--- src/rtl/dbg_pkg.sv ---
package dbg_pkg;

  // opcodes whose values the decoder depends on
  localparam logic [7:0] OP_GO    = 8'h08;
  localparam logic [7:0] OP_STEP  = 8'h10;
  localparam logic [7:0] OP_TAG   = 8'h18;
  localparam logic [4:0] RD_GROUP = 5'b01100;
  localparam logic [4:0] WR_GROUP = 5'b01000;

  typedef enum logic [2:0] {
    SEL_NEXT = 3'd2,
    SEL_PC   = 3'd3,
    SEL_D    = 3'd4,
    SEL_X    = 3'd5,
    SEL_Y    = 3'd6,
    SEL_SP   = 3'd7
  } reg_sel_e;

  typedef enum logic [2:0] {
    K_NONE,
    K_RD_REG,
    K_RD_MEM,
    K_WR_REG,
    K_WR_MEM,
    K_GO,
    K_STEP,
    K_TAG
  } cmd_kind_e;

  typedef struct packed {
    cmd_kind_e kind;
    reg_sel_e  sel;
  } dec_t;

  typedef enum logic [2:0] {
    ST_IDLE,
    ST_WDATA,
    ST_MEM,
    ST_EXIT,
    ST_RUN,
    ST_STEP
  } state_e;

  localparam int NREG  = 5;
  localparam int X_IDX = 2;

  function automatic logic [2:0] sel_index(input reg_sel_e s);
    return 3'(s) - 3'd3;
  endfunction

endpackage

--- src/rtl/dbg_cmd_decode.sv ---
module dbg_cmd_decode
  import dbg_pkg::*;
(
  input  logic [7:0] code,
  output dec_t       dec
);

  logic low_ok;
  assign low_ok = (code[2:1] != 2'b00);

  always_comb begin
    dec = '{kind: K_NONE, sel: SEL_PC};
    if (code[7:3] == RD_GROUP && low_ok) begin
      dec.sel  = reg_sel_e'(code[2:0]);
      dec.kind = (code[2:0] == 3'd2) ? K_RD_MEM : K_RD_REG;
    end else if (code[7:3] == WR_GROUP && low_ok) begin
      dec.sel  = reg_sel_e'(code[2:0]);
      dec.kind = (code[2:0] == 3'd2) ? K_WR_MEM : K_WR_REG;
    end else if (code == OP_GO) begin
      dec.kind = K_GO;
    end else if (code == OP_STEP) begin
      dec.kind = K_STEP;
    end else if (code == OP_TAG) begin
      dec.kind = K_TAG;
    end
  end

endmodule

--- src/rtl/dbg_regfile.sv ---
module dbg_regfile
  import dbg_pkg::*;
#(
  parameter int DW    = 16,
  parameter int XSTEP = 2
) (
  input  logic          clk,
  input  logic          rst,
  input  logic          wr_en,
  input  reg_sel_e      wr_sel,
  input  logic [DW-1:0] wr_data,
  input  logic          x_bump,
  input  reg_sel_e      rd_sel,
  output logic [DW-1:0] rd_data,
  output logic [DW-1:0] x_next
);

  logic [DW-1:0] regs [NREG];
  logic [2:0]    wi;
  logic [2:0]    ri;

  assign wi     = sel_index(wr_sel);
  assign ri     = sel_index(rd_sel);
  assign x_next = regs[X_IDX] + DW'(XSTEP);

  for (genvar gi = 0; gi < NREG; gi++) begin : g_reg
    always_ff @(posedge clk) begin
      if (rst) begin
        regs[gi] <= '0;
      end else if (wr_en && wi == 3'(gi)) begin
        regs[gi] <= wr_data;
      end else if (gi == X_IDX && x_bump) begin
        regs[gi] <= x_next;
      end
    end
  end

  always_comb begin
    rd_data = '0;
    for (int i = 0; i < NREG; i++) begin
      if (ri == 3'(i)) rd_data = regs[i];
    end
  end

endmodule

--- src/rtl/dbg_mem_port.sv ---
module dbg_mem_port #(
  parameter int DW = 16,
  parameter int AW = 16
) (
  input  logic          clk,
  input  logic          rst,
  input  logic          start,
  input  logic          we_in,
  input  logic [AW-1:0] addr_in,
  input  logic [DW-1:0] wdata_in,
  input  logic          mem_wait,
  output logic          mem_req,
  output logic          mem_we,
  output logic [AW-1:0] mem_addr,
  output logic [DW-1:0] mem_wdata,
  output logic          freeze,
  output logic          done
);

  assign done = mem_req && !mem_wait;

  always_ff @(posedge clk) begin
    if (rst) begin
      mem_req   <= 1'b0;
      mem_we    <= 1'b0;
      mem_addr  <= '0;
      mem_wdata <= '0;
      freeze    <= 1'b0;
    end else if (start) begin
      mem_req   <= 1'b1;
      mem_we    <= we_in;
      mem_addr  <= addr_in;
      mem_wdata <= wdata_in;
      freeze    <= 1'b0;
    end else if (mem_req) begin
      if (mem_wait) begin
        freeze <= 1'b1;
      end else begin
        mem_req <= 1'b0;
        mem_we  <= 1'b0;
        freeze  <= 1'b0;
      end
    end
  end

endmodule

--- src/rtl/dbg_cmd_exec.sv ---
module dbg_cmd_exec
  import dbg_pkg::*;
#(
  parameter int DW       = 16,
  parameter int AW       = 16,
  parameter int EXIT_LEN = 64,
  parameter int XSTEP    = 2
) (
  input  logic          clk,
  input  logic          rst,
  input  logic          cmd_valid,
  input  logic [7:0]    cmd_code,
  input  logic          data_valid,
  input  logic [DW-1:0] data_in,
  input  logic          enter_dbg,
  input  logic          step_done,
  output logic          mem_req,
  output logic          mem_we,
  output logic [AW-1:0] mem_addr,
  output logic [DW-1:0] mem_wdata,
  input  logic [DW-1:0] mem_rdata,
  input  logic          mem_wait,
  output logic          freeze,
  output logic [DW-1:0] shift_q,
  output logic          rsp_valid,
  output logic          go_pulse,
  output logic          step_pulse,
  output logic          tag_pulse,
  output logic          tag_en,
  output logic          dbg_active
);

  localparam int CW = $clog2(EXIT_LEN + 1);
  localparam logic [CW-1:0] ECNT_LAST = CW'(EXIT_LEN - 1);

  state_e        st;
  dec_t          dec;
  dec_t          pend;
  logic [CW-1:0] ecnt;

  logic          rf_we;
  logic          rf_bump;
  logic [DW-1:0] rf_rdata;
  logic [DW-1:0] rf_xnext;
  logic          mp_we;
  logic          mp_done;
  logic          cmd_go;
  logic          dat_go;

  dbg_cmd_decode u_dec (
    .code (cmd_code),
    .dec  (dec)
  );

  assign cmd_go  = (st == ST_IDLE) && cmd_valid;
  assign dat_go  = (st == ST_WDATA) && data_valid;
  assign rf_we   = dat_go && (pend.kind == K_WR_REG);
  assign rf_bump = (cmd_go && dec.kind == K_RD_MEM) ||
                   (dat_go && pend.kind == K_WR_MEM);
  assign mp_we   = (st == ST_WDATA);

  dbg_regfile #(
    .DW    (DW),
    .XSTEP (XSTEP)
  ) u_rf (
    .clk     (clk),
    .rst     (rst),
    .wr_en   (rf_we),
    .wr_sel  (pend.sel),
    .wr_data (data_in),
    .x_bump  (rf_bump),
    .rd_sel  (dec.sel),
    .rd_data (rf_rdata),
    .x_next  (rf_xnext)
  );

  dbg_mem_port #(
    .DW (DW),
    .AW (AW)
  ) u_mp (
    .clk       (clk),
    .rst       (rst),
    .start     (rf_bump),
    .we_in     (mp_we),
    .addr_in   (AW'(rf_xnext)),
    .wdata_in  (data_in),
    .mem_wait  (mem_wait),
    .mem_req   (mem_req),
    .mem_we    (mem_we),
    .mem_addr  (mem_addr),
    .mem_wdata (mem_wdata),
    .freeze    (freeze),
    .done      (mp_done)
  );

  always_ff @(posedge clk) begin
    if (rst) begin
      st         <= ST_IDLE;
      pend       <= '{kind: K_NONE, sel: SEL_PC};
      ecnt       <= '0;
      shift_q    <= '0;
      rsp_valid  <= 1'b0;
      go_pulse   <= 1'b0;
      step_pulse <= 1'b0;
      tag_pulse  <= 1'b0;
      tag_en     <= 1'b0;
      dbg_active <= 1'b1;
    end else begin
      rsp_valid  <= 1'b0;
      go_pulse   <= 1'b0;
      step_pulse <= 1'b0;
      tag_pulse  <= 1'b0;
      case (st)
        ST_IDLE: begin
          if (cmd_valid) begin
            case (dec.kind)
              K_RD_REG: begin
                shift_q   <= rf_rdata;
                rsp_valid <= 1'b1;
              end
              K_RD_MEM: begin
                pend <= dec;
                st   <= ST_MEM;
              end
              K_WR_REG, K_WR_MEM: begin
                pend <= dec;
                st   <= ST_WDATA;
              end
              K_GO, K_STEP, K_TAG: begin
                pend <= dec;
                ecnt <= '0;
                st   <= ST_EXIT;
              end
              default: ;
            endcase
          end
        end
        ST_WDATA: begin
          if (data_valid) begin
            st <= (pend.kind == K_WR_MEM) ? ST_MEM : ST_IDLE;
          end
        end
        ST_MEM: begin
          if (mp_done) begin
            st <= ST_IDLE;
            if (pend.kind == K_RD_MEM) begin
              shift_q   <= mem_rdata;
              rsp_valid <= 1'b1;
            end
          end
        end
        ST_EXIT: begin
          // holding register is scratch while leaving debug mode
          shift_q <= {shift_q[DW-2:0], shift_q[DW-1]};
          if (ecnt == ECNT_LAST) begin
            dbg_active <= 1'b0;
            case (pend.kind)
              K_STEP: begin
                step_pulse <= 1'b1;
                st         <= ST_STEP;
              end
              K_TAG: begin
                tag_pulse <= 1'b1;
                tag_en    <= 1'b1;
                st        <= ST_RUN;
              end
              default: begin
                go_pulse <= 1'b1;
                st       <= ST_RUN;
              end
            endcase
          end else begin
            ecnt <= ecnt + 1'b1;
          end
        end
        ST_RUN: begin
          if (enter_dbg) begin
            dbg_active <= 1'b1;
            tag_en     <= 1'b0;
            st         <= ST_IDLE;
          end
        end
        ST_STEP: begin
          if (step_done) begin
            dbg_active <= 1'b1;
            st         <= ST_IDLE;
          end
        end
        default: st <= ST_IDLE;
      endcase
    end
  end

endmodule

--- config.mk ---
export PLATFORM = sky130hd
export DESIGN_NAME = dbg_cmd_exec
export DESIGN_NICKNAME = d
export VERILOG_FILES = /design/src/rtl/dbg_pkg.sv /design/src/rtl/dbg_cmd_decode.sv /design/src/rtl/dbg_regfile.sv /design/src/rtl/dbg_mem_port.sv /design/src/rtl/dbg_cmd_exec.sv
export SDC_FILE = /design/constraint.sdc
export NUM_CORES = 1
export LEC_CHECK = 0
export BUFFER_PORTS_ARGS = -buffer_cell sky130_fd_sc_hd__buf_2
export CORE_ASPECT_RATIO = 1.2
export CORE_MARGIN = 4
export CORE_UTILIZATION = 35
export CTS_BUF_LIST = sky130_fd_sc_hd__clkbuf_4 sky130_fd_sc_hd__clkbuf_8
export DETAILED_ROUTE_END_ITERATION = 16
export GPL_TIMING_DRIVEN = 0
export SLEW_MARGIN = 20
export SYNTH_ARGS = -nofsm -noshare
export SYNTH_HDL_FRONTEND = slang
export SYNTH_SLANG_ARGS = --single-unit
--- constraint.sdc ---
create_clock -name clk -period 6.07 [get_ports clk]
set_clock_uncertainty 0.1 [all_clocks]
set_input_delay 0.3035 -clock clk [delete_from_list [all_inputs] [get_ports clk]]
set_output_delay 0.3035 -clock clk [all_outputs]
set_load 0.1 [all_outputs]
# --- Yosys cells after proc, flatten, opt, wreduce, memory -nomap -nowiden ---
# Memory sizes are Yosys's and may differ from the RTL's.
# Index checks and enable logic that the tools add are counted.
totals:
  inputBits: 47
  ram_bits: 80
  n_memories: 1
  out_inout_bits: 57
  reg_bits: 73
mem_list:
  columns: ["name", "depth", "width", "read_ports", "rd_ports_with_merged_regs", "write_ports", "line", "rtl"]
  rows:
  - ["u_rf.regs", 5, 16, 5, 0, 5, "dbg_regfile.sv:18", "logic [DW-1:0] regs [NREG];"]
op_classes:
  n_addsub: 4
  eq_ne: 45
  reduce_logical: 37
  bitwise: 8
  n_mux: 81
ops:
  columns: ["op", "count"]
  rows:
  - ["$mux W16", 15]
  - ["$pmux W16 S3", 1]
  - ["$mux W1", 41]
  - ["$mux W3", 12]
  - ["$eq A3 B2 Y1 const B", 11]
  - ["$eq A3 B3 Y1 const B", 11]
  - ["$mux W7", 3]
  - ["$pmux W3 S6", 1]
  - ["$add A16 B2 Y16 const B", 1]
  - ["$eq A8 B5 Y1 const B", 2]
  - ["$ne A2 B2 Y1 const B", 8]
  - ["$pmux W7 S2", 1]
  - ["$logic_and A1 B1 Y1", 13]
  - ["$eq A3 B1 Y1 const B", 4]
  - ["$reduce_and A4 Y1", 3]
  - ["$eq A5 B4 Y1 const B", 2]
  - ["$logic_not A3 Y1", 3]
  - ["$pmux W3 S3", 1]
  - ["$eq A8 B4 Y1 const B", 1]
  - ["$ne A2 B1 Y1 const B", 4]
  - ["$reduce_bool A2 Y1", 4]
  - ["$add A7 B1 Y7 const B", 1]
  - ["$eq A7 B6 Y1 const B", 1]
  - ["$reduce_and A7 Y1", 1]
  - ["other kinds (17)", 30]

# --- Logic depth before layout (Yosys ltp) ---
# Gate-level depths: netlist of the first run.
depth:
  ltp_word: 16
  depth_mapped: 9
  ltp_nobuf: 6

# --- Hierarchy ---
# From an unflattened synthesis of the first run, not the netlist that was laid out.
unflattened:
  hier_cells: 735
  hier_area_um2: 7771.2
by_module_without_submodules:
  columns: ["module", "seq_area_each_um2", "cells_per_inst", "instances", "area_each_um2"]
  rows:
  - ["dbg_regfile", 2402.3, 340, 1, 4184.0]
  - ["dbg_cmd_exec", 760.7, 261, 1, 2175.8]
  - ["dbg_mem_port", 700.7, 116, 1, 1281.2]
  - ["dbg_cmd_decode", 0.0, 18, 1, 130.1]

# --- Least setup slack after synthesis of the first run ---
# OpenSTA, ideal clock, no wires.
synth_timing:
  path_kind: "flip-flop to flip-flop"
  startpoint: "register st[2]"
  endpoint: "memory u_rf.regs[0][0] (enable)"
  required_ns: 5.559
  arrival_ns: 2.066
  setup_ns: 0.411
  n_path_buf: 1
  synth_period_minus_slack_ns: 2.577
  path_slack_ns: 3.493
  stages_incl_launch_ff: 5
  cell_sequence: "dfxtp_1 buf_4 and4bb_2 nand3_1 o21ai_0"
synth_rtl:
  columns: ["item", "line", "rtl"]
  rows:
  - ["start, declared", "dbg_cmd_exec.sv:36", "state_e st;"]
  - ["start signal, assigned", "dbg_cmd_exec.sv:140", "st <= (pend.kind == K_WR_MEM) ? ST_MEM : ST_IDLE;"]
  - ["end, declared", "dbg_regfile.sv:18", null]

==> results of run 1 <==
==> stage by stage <==
stage / cells / setup WS, ns / utilization (%)
final: 1190 / 3.047 / 41.95
after global routing: 1190 / 2.820 / 41.95
after floorplan: 782 / 3.493 / -
after global placement: 1156 / 2.691 / 39.70
after CTS: 1190 / 3.021 / 41.95
after detailed placement: 1158 / 2.931 / 39.84
==> routing by layer <==
metal  vias to the layer above  part of all wire (%)  GRT usage, %
met5                         -                     0             0
met4                         0                   1.2         5.030
met3                        18                   4.4         3.347
met2                       157                    48         29.03
met1                      2886                    47         24.46
li1                       3138                     -             -
==> report_power, final <==
group	switching (W)	internal, W	total, W
Sequential	0.0000137	0.00111	0.00112
Clock	0.000444	0.000466	0.000910
Combinational	0.000127	0.0000541	0.000182
Total	0.000585	0.00163	0.00221
==> area by class of cell <==
type / instances / area, um2
fillers: 2150 / 12680
flip-flops and latches: 153 / 3864
multi-input cells: 559 / 3635
repair buffers: 102 / 523.0
well taps: 274 / 342.8
plain buffers: 63 / 314.1
clock buffers: 17 / 234.0
clock inverters: 15 / 227.7
inverters: 7 / 26.28
==> worst reg2reg max path, delay by kind of cell, from the launching register on <==
family	cells	cell delay [ns]
flops	1	0.31
simple gates	4	1.23
compound gates	1	0.63
buf+inv	2	0.40
==> sequential cells by signal, indices dropped and copies added (netlist names), 3 cells and up <==
signal,cells
ecnt,7
shift_q,16
u_mp.mem_addr,16
pend,6
st,3
u_rf.regs,80
u_mp.mem_wdata,16
==> cell families after synthesis <==
logic type / share of synthesized area, %
buffers and inverters: 4.346
XOR/XNOR: 1.901
adder cells (fa/ha/maj): 0.3195
flip-flops: 49.34
AO/OA/AOI/OAI: 17.83
AND/OR/NAND/NOR: 21.54
multiplexers: 4.729
==> path summary, 6_finish.rpt <==
path / startpoint / endpoint / cells after the start
max: st[2] / u_rf.regs[2][15] / 7
max reg2reg: st[2] / u_rf.regs[2][15] / 7
min reg2reg: u_mp.mem_wdata[5] / u_mp.mem_wdata[5] / 2
min: data_in[6] / u_mp.mem_wdata[6] / 3
==> synthesized netlist by cell type, types with 10 or more instances <==
library cell / count
a211o_1: 16
a211oi_2: 11
a21oi_1: 39
a31oi_1: 16
and2_1: 68
buf_2: 11
clkbuf_1: 39
dfxtp_1: 73
edfxtp_1: 80
mux2_2: 16
mux2i_1: 19
nand2_1: 30
nand3_1: 36
nor2_1: 56
nor3_1: 43
nor3_2: 10
o21ai_0: 49
o21ai_1: 29
o221ai_1: 16
xnor2_1: 11
==> reports/qor.yml, run 1 <==
finish:
  final_cell_mix: "111 x buf_2, 80 x edfxtp_1, 73 x dfxtp_1"
  final_nets: 952
  postLayoutCellArea_mm2: 0.009166
  drive_gt1_share_pct: 22.93
  diodes: 0
  layout_commonest_cell: "buf_2"
  syn_to_final_growth_pct: 17.05
sta:
  setup-tns-final_ns: 0
  rsz0062_at_grt: "false"
  max-slew-margin-rel_pct: 45.54
  timing.hold.ws_ns: 0.06842
  min_period_ns: 3.023
  fin_crit_sh_pct: 49.81
  slew_viol_final: 0
  hold_violations: 0
  worstMarginPinSlew_ns: 0.8120
  fmax_ghz: 0.3307
  setup_viol: 0
critical_path:
  slowest_delay_ns: 0.63
  cp-end-kind: "flip-flop"
  crit_slowest_cell: "a221oi_4"
  r2r_slack_ns: 3.05
  path_class: "reg -> reg"
  path_delay_family: "simple AND/OR/NAND/NOR gates"
  cp_cell_sequence: "buf_4, nor4b_4, nand4_1, a221oi_4, buf_6, nor2_1, nand2_1"
  cp_max_fo: 15
  worstPathRequired_ns: 6.07
  worstPathArrival_ns: 3.02
  cp_num_buf_inv: 2
  start_kind: "flip-flop"
global_routing:
  grt_max_degree: 17
  first_global_vias: 6173
  grt_usage_pct: 17.88
  grt_pass1_wl_um: 34720
  grt_overflow: 0
  antenna_found_initial: 0
power:
  ir_worst_vdd_mv: 0.1334
  power.total_w: 0.002214
  power_density_mw_per_mm2: 241.5
  leakagePower_nw: 3.391
detailed_routing:
  wl_per_cell_um: 18.05
  postRouteAntennaNets: 0
  dr_total_vias: 6199
  drt-initial-drc-count: 405
  drt_wl_total_um: 21490
  dr.pass1.iters: 5
  viasPerCell: 5.209
  drc_errors: 0
clock_tree:
  cts-root-buf: "clkbuf_8"
  cts_resized: 0
  cts_max_level: 4
  clk_path_buf_depth: 2
  numClockSinks: 153
  clk_latency_ns: 0.46
  postCtsSetupRepairBufs: 0
  cts_hold_buf: 0
  cts_tree: "yes"
  clk_pin_slew_ns: 0.10
  cts_buffers: 17
logic_synthesis:
  netlist_area_mm2: 0.007831
  synthArstFlopShare_pct: 0
  synth_area_leaders: "edfxtp_1 31%, dfxtp_1 19%, and2_1 5.4%"
  synth-seq-cells: 153
  synth_edf_count: 80
  netlist_instances: 782
  synth_top_area_share_pct: 30.68
  ys_seq_area_share_pct: 49.34
  synthesis.nets: 831
  synth_flop_cell: "edfxtp_1"
  synth_top_area_cell: "edfxtp_1"
  ys_warn_count: 0
  ys_types: 67
  synth_area_per_cell_um2: 10.01
placement:
  placedInstanceArea_mm2: 0.008705
  gp_congestion: 0.8030
  portBuffers: 100
  dpl.hpwl_um: 16840
die:
  placement_rows: 59
  initial_core_util_pct: 35.84
  ios: 104
  die-height_um: 171.9
  fp.dieArea_mm2: 0.02484
  die_width_um: 144.6
  core_area_mm2: 0.02185
flow_run:
  drv_cap: 0
status:
  outcome: "complete, no violations"
worst_hold_path:
  hp-class: "in -> reg"
(Power assumes the default switching activity.)
==> run 2: changes to the inputs <==
clock period = 3 ns   (was 6.07 ns; I/O delays follow)
==> reports/qor.yml, run 2 (synthesis gave the netlist of run 1 again) <==
detailed_routing:
  drc_errors: 0
  dr_total_vias: 6281
  postRouteAntennaNets: 0
  viasPerCell: 5.178
  drt_wl_total_um: 21660
  drt-initial-drc-count: 436
  dr.pass1.iters: 5
  wl_per_cell_um: 17.86
die:
  fp.dieArea_mm2: 0.02484
  placement_rows: 59
  core_area_mm2: 0.02185
  die-height_um: 171.9
  initial_core_util_pct: 35.84
  ios: 104
  die_width_um: 144.6
critical_path:
  crit_slowest_cell: "a211oi_1"
  cp_max_fo: 10
  worstReg2RegStart: "pend[4]"
  worstPathRequired_ns: 3.30
  worstPathArrival_ns: 2.93
  crit_start: "pend[4]"
  cp_cell_sequence: "clkbuf_1, nor3b_1, o21ai_0, a211oi_1, clkbuf_1, o21ai_0, a31oi_1"
  path_class: "reg -> reg"
  slowest_delay_ns: 0.68
  start_kind: "flip-flop"
  r2r_slack_ns: 0.37
  cp-end-kind: "flip-flop"
finish:
  drive_gt1_share_pct: 22.58
  final_nets: 975
  postLayoutCellArea_mm2: 0.009397
  layout_commonest_cell: "buf_2"
  final_cell_mix: "111 x buf_2, 80 x edfxtp_1, 73 x dfxtp_1"
  largest_reg_flops: 80
  diodes: 0
  regMostFlops: "u_rf.regs"
  syn_to_final_growth_pct: 19.99
  fill_cells: 2125
power:
  p_sw_share_pct: 26.36
  power.total_w: 0.004499
  p_int_w: 0.003313
  seq_power_share_pct: 50.5
  ir_worst_vdd_mv: 0.2689
  switchingPower_w: 0.001186
  power_density_mw_per_mm2: 478.8
  power_frac_clock_pct: 40.9
  comb_power_share_pct: 8.7
  leakagePower_nw: 3.486
global_routing:
  grt_max_degree: 17
  antenna_found_initial: 0
  grt_busiest_layer: "met2"
  met2_usage_pct: 29.35
  grt_overflow: 0
  grt_pass1_wl_um: 35020
  use_met1_pct: 24.53
  first_global_vias: 6263
  use_met3_pct: 3.375
  grt_usage_pct: 18.00
clock_tree:
  clk_latency_ns: 0.47
  clk_pin_slew_ns: 0.10
  clk_path_buf_depth: 2
  cts_tree: "yes"
  cts-root-buf: "clkbuf_8"
  cts_buffers: 17
  cts_max_level: 4
  numClockSinks: 153
sta:
  slew_viol_final: 0
  hold_violations: 0
  setup_viol: 0
  max-slew-margin-rel_pct: 46.65
  worstMarginPinSlew_ns: 0.7954
  fin_crit_sh_pct: 87.69
  setup-tns-final_ns: 0
  fmax_ghz: 0.3801
  rsz0062_at_grt: "false"
  min_period_ns: 2.631
placement:
  portBuffers: 100
  placedInstanceArea_mm2: 0.008705
  gp_congestion: 0.8030
  dpl.hpwl_um: 16840
worst_hold_path:
  worstHoldStart: "mem_rdata[6]"
  hp-class: "in -> reg"
status:
  outcome: "complete, no violations"
flow_run:
  drv_cap: 0
==> run 2: cell types whose count changed in the layout (fill, tap and decap cells not counted), sizes merged <==
cell         delta
buf             +1
dlygate4sd3    +22
==> run 2: path summary, 6_finish.rpt <==
path                                     endpoint  cells past startpoint
worst max-delay path                   shift_q[8]                      7
worst min-delay path                   shift_q[6]                      4
worst max register to register         shift_q[8]                      7
worst min register to register  u_mp.mem_wdata[5]                      2
==> run 2: power groups by stage <==
stage                     sequential [W]  combinational (W)  clock (W)
after global placement           0.00232           0.000362          0
after floorplan                  0.00238           0.000174          0
after global routing             0.00228           0.000425    0.00196
final                            0.00227           0.000390    0.00184
after detailed placement         0.00232           0.000368          0
after CTS                        0.00227           0.000391    0.00187
==> run 2: layer usage <==
| metal | up-vias | wire (um) |
|---|---|---|
| li1 | 3184 | - |
| met1 | 2917 | 10050 |
| met2 | 164 | 10320 |
| met3 | 16 | 1022 |
| met4 | 0 | 267 |
| met5 | - | 0 |
==> run 2: area by class of cell <==
class / count / area, um2 / share of cell area (%)
well taps: 274 / 342.8 / 3.648
inverters: 7 / 26.28 / 0.2796
clock buffers: 17 / 234.0 / 2.490
flip-flops and latches: 153 / 3864 / 41.12
plain buffers: 63 / 314.1 / 3.342
repair buffers: 125 / 750.7 / 7.989
multi-input cells: 559 / 3637 / 38.71
clock inverters: 15 / 227.7 / 2.423
==> run 2: repair_timing <==
item | CTS | global route
endpoints found under the setup margin | 15 | 15
hold endpoints to repair | 104 | 0
buffers inserted | 0 | 1
pin swaps | 0 | 1
resized for setup | 1 | 0
hold buffers | 22 | 0
==> run 2: critical path: cells and delay by family, from the launching register on <==
| family | cells | cell delay, ns |
|---|---|---|
| compound gates | 4 | 1.11 |
| buf+inv | 2 | 0.66 |
| flops | 1 | 0.32 |
| simple gates | 1 | 0.38 |
==> run 2: through the flow <==
| step | cells | hold slack [ns] | util [%] | setup WS [ns] |
|---|---|---|---|---|
| 6_report | 1213 | 0.02252 | 43.00 | 0.3694 |
| 5_1_grt | 1213 | 0.02199 | 43.00 | 0.02955 |
| 4_1_cts | 1212 | 0.001268 | 42.97 | 0.1569 |
| 3_5_place_dp | 1158 | 0.3536 | 39.84 | -0.01120 |
| 3_3_place_gp | 1156 | 0.3485 | 39.70 | -0.3787 |
| 2_1_floorplan | 782 | 0.2151 | - | 0.4226 |
==> run 3: changes to the inputs <==
CORE_UTILIZATION = 37   (was 35)
SLEW_MARGIN = 25   (was 20)
==> reports/qor.yml, run 3 (synthesis gave the netlist of run 1 again) <==
sta:
  hold_violations: 0
  setup_viol: 0
  worstMarginPinSlew_ns: 0.8448
  min_period_ns: 2.846
  layout_setup_ws_ns: 0.1541
  setup-tns-final_ns: 0
  fmax_ghz: 0.3514
  max-slew-margin-rel_pct: 43.34
  rsz0062_at_grt: "false"
  fin_crit_sh_pct: 94.86
  slew_viol_final: 0
die:
  initial_core_util_pct: 37.47
  die-height_um: 167.4
  placement_rows: 58
  die_width_um: 140.8
  ios: 104
  core_area_mm2: 0.02090
  fp.dieArea_mm2: 0.02357
worst_hold_path:
  hp-class: "in -> reg"
  worstHoldStart: "mem_rdata[8]"
global_routing:
  grt_max_degree: 18
  grt_usage_pct: 18.44
  antenna_found_initial: 0
  grt_pass1_wl_um: 34500
  grt_overflow: 0
  first_global_vias: 6273
critical_path:
  path_delay_family: "simple AND/OR/NAND/NOR gates"
  crit_slowest_cell: "a221oi_4"
  crit_start: "st[2]"
  slowest_delay_ns: 0.60
  cp_max_fo: 15
  path_class: "reg -> reg"
  worstPathRequired_ns: 3.04
  cp-end-kind: "flip-flop"
  worstPathArrival_ns: 2.88
  cp_num_buf_inv: 2
  worstReg2RegStart: "st[2]"
  start_kind: "flip-flop"
  r2r_slack_ns: 0.15
  cp_cell_sequence: "buf_4, nor4b_4, nand4_1, a221oi_4, buf_6, nor2_1, nand2_2"
detailed_routing:
  drt_wl_total_um: 21280
  drt-initial-drc-count: 361
  viasPerCell: 5.212
  drc_errors: 0
  dr.pass1.iters: 5
  wl_per_cell_um: 17.60
  postRouteAntennaNets: 0
  dr_total_vias: 6301
finish:
  largest_reg_flops: 80
  layout_commonest_cell: "buf_2"
  drive_gt1_share_pct: 22.47
  diodes: 0
  final_nets: 975
  regMostFlops: "u_rf.regs"
  syn_to_final_growth_pct: 19.30
  stdcell_count: 1209
  final_cell_mix: "111 x buf_2, 80 x edfxtp_1, 73 x dfxtp_1"
  postLayoutCellArea_mm2: 0.009343
clock_tree:
  cts_max_level: 4
  clk_path_buf_depth: 2
  cts_buffers: 17
  cts_tree: "yes"
  cts-root-buf: "clkbuf_8"
  clk_latency_ns: 0.47
  postCtsSetupRepairBufs: 0
  numClockSinks: 153
  clk_pin_slew_ns: 0.10
power:
  power_density_mw_per_mm2: 459.2
  leakagePower_nw: 3.459
  power.total_w: 0.004290
  ir_worst_vdd_mv: 0.3102
placement:
  place_ws_ns: -0.01173
  portBuffers: 100
  place_inst: 1154
  placedInstanceArea_mm2: 0.008700
  dpl.hpwl_um: 16690
  gp_congestion: 0.8475
status:
  outcome: "complete, no violations"
flow_run:
  drv_cap: 0
==> run 3: cell type report <==
| cell class | count | area, um2 |
|---|---|---|
| timing repair buffer | 125 | 753.2 |
| clock buffer | 17 | 234.0 |
| buffer | 63 | 314.1 |
| tap | 270 | 337.8 |
| inverter | 7 | 26.28 |
| sequential | 153 | 3864 |
| clock inverter | 15 | 176.4 |
| multi-input combinational | 559 | 3637 |
| fill | 2039 | 11560 |
==> run 3: worst register-to-register path, cell delays in order, from the launching register on <==
cell,delay (ns)
dfxtp_1,0.30
buf_4,0.16
nor4b_4,0.44
nand4_1,0.28
a221oi_4,0.60
buf_6,0.23
nor2_1,0.09
nand2_2,0.32
==> run 3: timing repair <==
| item | CTS | global route |
|---|---|---|
| gates resized for setup | 1 | 0 |
| setup endpoints to repair | 15 | 0 |
| hold buffers | 23 | 0 |
| endpoints found under the hold margin | 100 | 0 |
==> run 3: final timing paths <==
check	end	cells after the start
hold reg to reg	u_mp.mem_wdata[4]	2
hold / removal	shift_q[8]	4
setup / recovery	u_rf.regs[2][10]	7
setup reg to reg	u_rf.regs[2][10]	7
==> run 3: through the flow <==
stage | hold slack (ns) | util [%]
global route | 0.02340 | 44.70
CTS | 0.001831 | 44.70
global placement | 0.3477 | 41.48
finish | 0.01668 | 44.70
detailed placement | 0.3559 | 41.62
floorplan | 0.2151 | -
==> run 3: layer usage <==
metal	up-vias	track usage [%]	wire, um
met3	20	4.085	1119
met5	-	0	0
met4	0	4.340	224
li1	3188	-	-
met2	152	30.58	10120
met1	2941	24.62	9819
==> run 3: power by group <==
group	internal (W)	switching (W)	leakage, nW	total, W
clock	0.000706	0.000922	0.205	0.00163
sequential	0.00224	0.0000278	1.42	0.00227
combinational	0.000128	0.000264	1.84	0.000392
